<file path="config.mk">
export PLATFORM = sky130hd
export DESIGN_NAME = fru_updater
export DESIGN_NICKNAME = d
export VERILOG_FILES = /design/src/rtl/fru_pkg.sv /design/src/rtl/fru_fwd_buf.sv /design/src/rtl/fru_sat_add.sv /design/src/rtl/fru_ts_unit.sv /design/src/rtl/fru_updater.sv
export SDC_FILE = /design/constraint.sdc
export NUM_CORES = 2
export LEC_CHECK = 0
export CORE_MARGIN = 3
export CORE_UTILIZATION = 56
export CTS_CLUSTER_SIZE = 8
export DETAILED_ROUTE_END_ITERATION = 12
export HOLD_SLACK_MARGIN = 0.08
export PLACE_DENSITY = 0.8
export SLEW_MARGIN = 20
export SYNTH_ARGS = -nofsm -noshare
export SYNTH_HDL_FRONTEND = slang
export SYNTH_HIERARCHICAL = 1
export SYNTH_SLANG_ARGS = --single-unit
</file>
<file path="constraint.sdc">
create_clock -name clk -period 8 [get_ports clk]
set_input_delay 1.2 -clock clk [delete_from_list [all_inputs] [get_ports clk]]
set_output_delay 1.2 -clock clk [all_outputs]
set_load 0.01 [all_outputs]
</file>
<file path="src/rtl/fru_pkg.sv">
package fru_pkg;

    parameter int KEY_W  = 104;
    parameter int TS_W   = 64;
    parameter int PKT_W  = 24;
    parameter int BYTE_W = 40;
    parameter int LEN_W  = 16;

    // Value part of a flow record
    typedef struct packed {
        logic [TS_W-1:0]   first_ts;
        logic [TS_W-1:0]   last_ts;
        logic [PKT_W-1:0]  pkt_cnt;
        logic [BYTE_W-1:0] byte_cnt;
    } flow_val_t;

    // Key plus value
    typedef struct packed {
        logic [KEY_W-1:0] key;
        flow_val_t        val;
    } flow_rec_t;

    // One forwarding buffer slot
    typedef struct packed {
        logic      vld;
        flow_rec_t rec;
    } fwd_slot_t;

    // Per-packet statistics
    typedef struct packed {
        logic [TS_W-1:0]  ts;
        logic [LEN_W-1:0] len;
    } pkt_stat_t;

    function automatic logic key_eq(input logic [KEY_W-1:0] a,
                                    input logic [KEY_W-1:0] b);
        return a == b;
    endfunction

endpackage

</file>
<file path="src/rtl/fru_fwd_buf.sv">
module fru_fwd_buf
    import fru_pkg::*;
#(
    parameter int DEPTH = 3
) (
    input  logic             clk,
    input  logic             rst,
    input  logic             push_vld,
    input  flow_rec_t        push_rec,
    input  logic [KEY_W-1:0] look_key,
    output logic             hit,
    output flow_val_t        hit_val
);

    fwd_slot_t        slot_q [DEPTH];
    logic [DEPTH-1:0] match;

    // Slot 0 is the newest result; every slot moves one place per cycle.
    generate
        for (genvar g = 0; g < DEPTH; g++) begin : g_slot
            if (g == 0) begin : g_head
                always_ff @(posedge clk) begin
                    if (rst) begin
                        slot_q[g] <= '0;
                    end else begin
                        slot_q[g].vld <= push_vld;
                        slot_q[g].rec <= push_rec;
                    end
                end
            end else begin : g_body
                always_ff @(posedge clk) begin
                    if (rst) begin
                        slot_q[g] <= '0;
                    end else begin
                        slot_q[g] <= slot_q[g-1];
                    end
                end
            end
            assign match[g] = slot_q[g].vld && key_eq(slot_q[g].rec.key, look_key);
        end
    endgenerate

    // Oldest first so that a newer match overrides an older one.
    always_comb begin
        hit     = 1'b0;
        hit_val = '0;
        for (int i = DEPTH - 1; i >= 0; i--) begin
            if (match[i]) begin
                hit     = 1'b1;
                hit_val = slot_q[i].rec.val;
            end
        end
    end

endmodule

</file>
<file path="src/rtl/fru_sat_add.sv">
module fru_sat_add #(
    parameter int W     = 24,
    parameter int INC_W = 1
) (
    input  logic [W-1:0]     base,
    input  logic [INC_W-1:0] inc,
    output logic [W-1:0]     sum
);

    logic [W:0] wide;

    assign wide = {1'b0, base} + (W+1)'(inc);
    assign sum  = wide[W] ? {W{1'b1}} : wide[W-1:0];

endmodule

</file>
<file path="src/rtl/fru_ts_unit.sv">
module fru_ts_unit
    import fru_pkg::*;
(
    input  logic [TS_W-1:0] base_first,
    input  logic            base_fresh,
    input  logic [TS_W-1:0] pkt_ts,
    output logic [TS_W-1:0] new_first,
    output logic [TS_W-1:0] new_last
);

    assign new_first = base_fresh ? pkt_ts : base_first;
    assign new_last  = pkt_ts;

endmodule

</file>
<file path="src/rtl/fru_updater.sv">
module fru_updater
    import fru_pkg::*;
#(
    parameter int RD_LAT = 2,
    parameter int WR_LAT = 2
) (
    input  logic              clk,
    input  logic              rst,
    input  logic              in_valid,
    input  logic [KEY_W-1:0]  in_key,
    input  logic [TS_W-1:0]   in_first_ts,
    input  logic [TS_W-1:0]   in_last_ts,
    input  logic [PKT_W-1:0]  in_pkt_cnt,
    input  logic [BYTE_W-1:0] in_byte_cnt,
    input  logic [TS_W-1:0]   in_ts,
    input  logic [LEN_W-1:0]  in_len,
    output logic              out_valid,
    output logic [KEY_W-1:0]  out_key,
    output logic [TS_W-1:0]   out_first_ts,
    output logic [TS_W-1:0]   out_last_ts,
    output logic [PKT_W-1:0]  out_pkt_cnt,
    output logic [BYTE_W-1:0] out_byte_cnt
);

    localparam int FWD_DEPTH = RD_LAT + WR_LAT - 1;

    flow_val_t table_val;
    flow_val_t fwd_val;
    flow_val_t base_val;
    flow_rec_t new_rec;
    flow_rec_t res_q;
    pkt_stat_t stat;
    logic      fwd_hit;
    logic      res_vld_q;

    assign table_val = '{first_ts: in_first_ts, last_ts: in_last_ts,
                         pkt_cnt: in_pkt_cnt, byte_cnt: in_byte_cnt};
    assign stat      = '{ts: in_ts, len: in_len};

    fru_fwd_buf #(.DEPTH(FWD_DEPTH)) u_fwd (
        .clk      (clk),
        .rst      (rst),
        .push_vld (in_valid),
        .push_rec (new_rec),
        .look_key (in_key),
        .hit      (fwd_hit),
        .hit_val  (fwd_val)
    );

    // Selector
    assign base_val = fwd_hit ? fwd_val : table_val;

    // Field units
    fru_ts_unit u_ts (
        .base_first (base_val.first_ts),
        .base_fresh (base_val.pkt_cnt == '0),
        .pkt_ts     (stat.ts),
        .new_first  (new_rec.val.first_ts),
        .new_last   (new_rec.val.last_ts)
    );

    fru_sat_add #(.W(PKT_W), .INC_W(1)) u_pkt (
        .base (base_val.pkt_cnt),
        .inc  (1'b1),
        .sum  (new_rec.val.pkt_cnt)
    );

    fru_sat_add #(.W(BYTE_W), .INC_W(LEN_W)) u_byte (
        .base (base_val.byte_cnt),
        .inc  (stat.len),
        .sum  (new_rec.val.byte_cnt)
    );

    // Composer
    assign new_rec.key = in_key;

    always_ff @(posedge clk) begin
        if (rst) begin
            res_vld_q <= 1'b0;
            res_q     <= '0;
        end else begin
            res_vld_q <= in_valid;
            if (in_valid) begin
                res_q <= new_rec;
            end
        end
    end

    assign out_valid    = res_vld_q;
    assign out_key      = res_q.key;
    assign out_first_ts = res_q.val.first_ts;
    assign out_last_ts  = res_q.val.last_ts;
    assign out_pkt_cnt  = res_q.val.pkt_cnt;
    assign out_byte_cnt = res_q.val.byte_cnt;

endmodule

</file>
# Word level (Yosys, flattened, before mapping)
# Memories as Yosys holds them, arrays and structs flattened.
# Cells that the tools add are included.
# word_totals
register_bits	297
n_memories	1
out_inout_bits	297
mem_bits_rw	891
# memory_table
memory	depth	word_bits	rd	rd_ports_with_merged_regs	write_ports	line	source
u_fwd.slot_q	3	297	3	0	3	fru_fwd_buf.sv:15	fwd_slot_t slot_q [DEPTH];
# classes
reduce_logical	4
muxes	17
n_eq_ne	3
n_addsub	2
bitwise	4
# op_table
operator	n
two-way mux 192 bit	4
two-way mux 297 bit	2
== test 104 bit	3
two-way mux 296 bit	1
two-way mux 64 bit	1
adder 40 x 16 -> 41 bit	1
two-way mux 40 bit	1
adder 24 x 1 -> 25 bit (second input constant)	1
logical NOT 24 bit	1
two-way mux 24 bit	1
two-way mux 1 bit	7
bitwise OR 1 bit	4
logical AND 1 bit	3

# Logic depth before layout (Yosys ltp)
# An unclocked memory read counts as a cell.
# depth
depth_word	10
depth_mapped	24

# Modules after synthesis
# Netlist, hierarchy kept.
# modules_own_cells
mod	area_per_inst_um2	seq_area_each_um2	n_inst	cells_each
fru_fwd_buf	34618.2	17837.1	1	3788
fru_updater	11965.2	5945.7	1	1115
fru_sat_add (u_byte)	1757.9	0.0	1	256
fru_ts_unit	1557.7	0.0	1	135
fru_sat_add (u_pkt)	618.1	0.0	1	104

# Worst setup path before layout
# OpenSTA, ideal clock, no wires.
# synth_timing
path_type	input to register
start	in in_key[49]
end	reg res_q (netlist bit out_byte_cnt[28])
arrival_ps	6040
t_required_ps	7872
cell_stages	21
path_slack_ps	1833
setup_ps	128
path_cell_list	nor2b_1 > a2111o_1 > a2111oi_0 > nand3_1 > nor4_1 > clkbuf_1 > or3_1 > buf_6 > buf_6 > buf_2 > mux2_2 > ha_1 > fa_1 > a211oi_1 > o21bai_1 > a211oi_4 > o22ai_2 > nand4_1 > mux2_2 > mux2i_1 > nor2_1
# synth_lines
item	line	source
start: declaration	fru_updater.sv:10	input logic [KEY_W-1:0] in_key,
end signal: assignment	fru_updater.sv:84	res_q <= new_rec;
end: declaration	fru_updater.sv:31	flow_rec_t res_q;

==> flow_summary.json <==
{
  "timing.max_cap.violations": 0,
  "fp-row-count": 101,
  "place_congestion": 1.002,
  "dp_hpwl_um": 95010,
  "first_pass_iters": 6,
  "cts_resized": 0,
  "powerDensity_nw_per_um2": 225.9,
  "wl_um": 138400,
  "ff2ff_setup_slack_ns": 1.69,
  "drive_gt1_frac": 0.09669,
  "critPathSlowestCell": "xnor2_1",
  "seq_area_um2": 19940,
  "mostFrequentLayoutCell": "dfxtp_1",
  "reg2reg_depth": 18,
  "ios": 676,
  "crit_required_ns": 8.55,
  "first_iter_violations": 3556,
  "min_period_ns": 7.107,
  "path_clk_slew_ns": 0.05,
  "ir_drop_uv": 170.4,
  "clock_skew_ns": 0.02897,
  "cts-hold-fix-buffers": 0,
  "arrival_ns": 7.65,
  "grt_pass1_vias": 33890,
  "worstSetupEndpoint": "out_byte_cnt[4]$_SDFFE_PP0P_",
  "dp.cells": 5889,
  "synth_nets": 4961,
  "crit_type": "input port to flop",
  "setup_viol_count_final": 0,
  "wire_per_inst_um": 22.86,
  "grt_first_pass_wirelength_um": 208000,
  "start_util": 0.5670,
  "core_um2": 76080,
  "clock_latency_ns": 0.71,
  "cts_root_buffer": "clkbuf_16",
  "leakagePower_nw": 21.26,
  "syn_inst": 4563,
  "cts_setup_buffers": 0,
  "drc": 0,
  "finalCritPeriodShare": 0.8884,
  "final.setup.tns_ns": 0,
  "grt_overflow_total": 0,
  "grt_max_degree": 232,
  "cp_cell_sequence": "clkdlybuf4s50_1, xnor2_1, nand4_1, nor4_1, nand4_1, nor4_2, buf_4, or3_4, mux2_2, ha_1, fa_1, a211oi_1, o21bai_1, a211oi_4, o32a_1, buf_4, o21ai_0, mux2i_1, nor2_1",
  "crit_start": "in_key[6]",
  "fillCellCount": 5757,
  "htree_num_levels": 4,
  "rsz0062_at_grt": "no",
  "multi_input_area_um2": 20940,
  "ant_nets": 0,
  "r2r_start": "u_fwd/slot_q[1][198]$_SDFF_PP0_",
  "viasPerCell": 5.772,
  "status": "finished clean",
  "clock.fmax_ghz": 0.1407,
  "layout.nets": 5401,
  "maxSlewViolCount": 0,
  "syn_area_per_cell_um2": 9.453,
  "die_h_um": 283.5,
  "crit_path_max_fanout": 17,
  "hp-class": "flop to flop",
  "syn_to_final_growth_pct": 23.52,
  "rr_endpoint": "out_byte_cnt[4]$_SDFFE_PP0P_",
  "end_kind": "flop",
  "slew_headroom": 0.2324,
  "clk_path_buf_depth": 3,
  "cts_made_buffers": 142,
  "port_buffers": 611,
  "grtUsageTotal": 0.3306,
  "cpPeakStageDelay_ns": 0.78,
  "stdcell_count": 6054,
  "final_cell_mix": "996 x dfxtp_1, 695 x nor2b_1, 609 x clkdlybuf4s50_1, 481 x nor2_1, 298 x mux2i_1",
  "syn-cell-area_um2": 43130,
  "route.vias.total": 34940,
  "synth_warnings": 6,
  "antenna_found_initial": 8,
  "die_x_um": 283.5,
  "worst_setup_path_start_kind": "input port",
  "tightest_slew_ns": 1.133,
  "finalHoldViolCount": 0,
  "cts_tree": "yes",
  "numClockSinks": 996,
  "dieArea_um2": 80390
}
==> flip-flops by register name (all words and copies together) (netlist names) <==
signal        flops
u_fwd/slot_q    699
out_key         104
out_first_ts     64
out_last_ts      64
out_byte_cnt     40
out_pkt_cnt      24
out_valid         1
==> stage by stage <==
| stage | total power [mW] | hold WS [ns] | instance area, um^2 | util | setup slack, ns |
|---|---|---|---|---|---|
| 2_1_floorplan | 6.103 | 0.4250 | 43130 | - | 1.833 |
| 3_3_place_gp | 6.739 | 0.4330 | 49440 | 0.6499 | 0.5249 |
| 3_5_place_dp | 6.758 | 0.4415 | 49440 | 0.6499 | 0.4668 |
| 4_1_cts | 12.08 | 0.4423 | 53260 | 0.7001 | 1.175 |
| 5_1_grt | 12.40 | 0.4597 | 53270 | 0.7002 | 0.7572 |
| 6_report | 12.04 | 0.4452 | 53280 | 0.7003 | 0.8926 |
==> routing by layer <==
layer	vias to the layer above	wire length, um	global-route usage
met3	246	12250	0.07382
met2	1630	62730	0.5214
li1	16250	-	-
met4	2	4285	0.1126
met1	16810	59100	0.4492
met5	-	10	0
==> area by class of cell <==
cell class	instances	share of cell area
diodes	8	0.0003758
multi-input cells	3074	0.3931
well taps	1030	0.02419
inverters	85	0.005989
flip-flops and latches	996	0.3743
clock buffers	147	0.06865
repair buffers	704	0.1304
clock inverters	10	0.003030
==> report_power, final <==
part           internal (mW)  switching, mW  leakage, nW  total [mW]
sequential              5.23          0.129         8.21        5.35
clock                   3.22           2.12         1.88        5.34
combinational          0.655          0.689         11.2        1.34
total                   9.10           2.94         21.3        12.0
==> how the worst min path moves through the flow <==
stage,startpoint,to,cells after the start
after floorplan,u_fwd/slot_q[1][277]$_SDFF_PP0_,u_fwd/slot_q[2][277]$_SDFF_PP0_,2
after global placement,u_fwd/slot_q[0][249]$_SDFF_PP0_,u_fwd/slot_q[1][249]$_SDFF_PP0_,2
after detailed placement,u_fwd/slot_q[1][153]$_SDFF_PP0_,u_fwd/slot_q[2][153]$_SDFF_PP0_,1
after CTS,u_fwd/slot_q[1][47]$_SDFF_PP0_,u_fwd/slot_q[2][47]$_SDFF_PP0_,1
after global routing,u_fwd/slot_q[1][41]$_SDFF_PP0_,u_fwd/slot_q[2][41]$_SDFF_PP0_,1
final,u_fwd/slot_q[0][5]$_SDFF_PP0_,u_fwd/slot_q[1][5]$_SDFF_PP0_,1
==> critical path, delay by kind of cell <==
family / cells / cell delay [ns]
compound gates: 5 / 1.61
mux: 2 / 0.63
xor+xnor: 1 / 0.78
fa+ha+maj: 2 / 0.67
buf+inv: 3 / 1.06
simple gates: 6 / 1.69
Note: power is estimated with default switching activity, not from simulation.
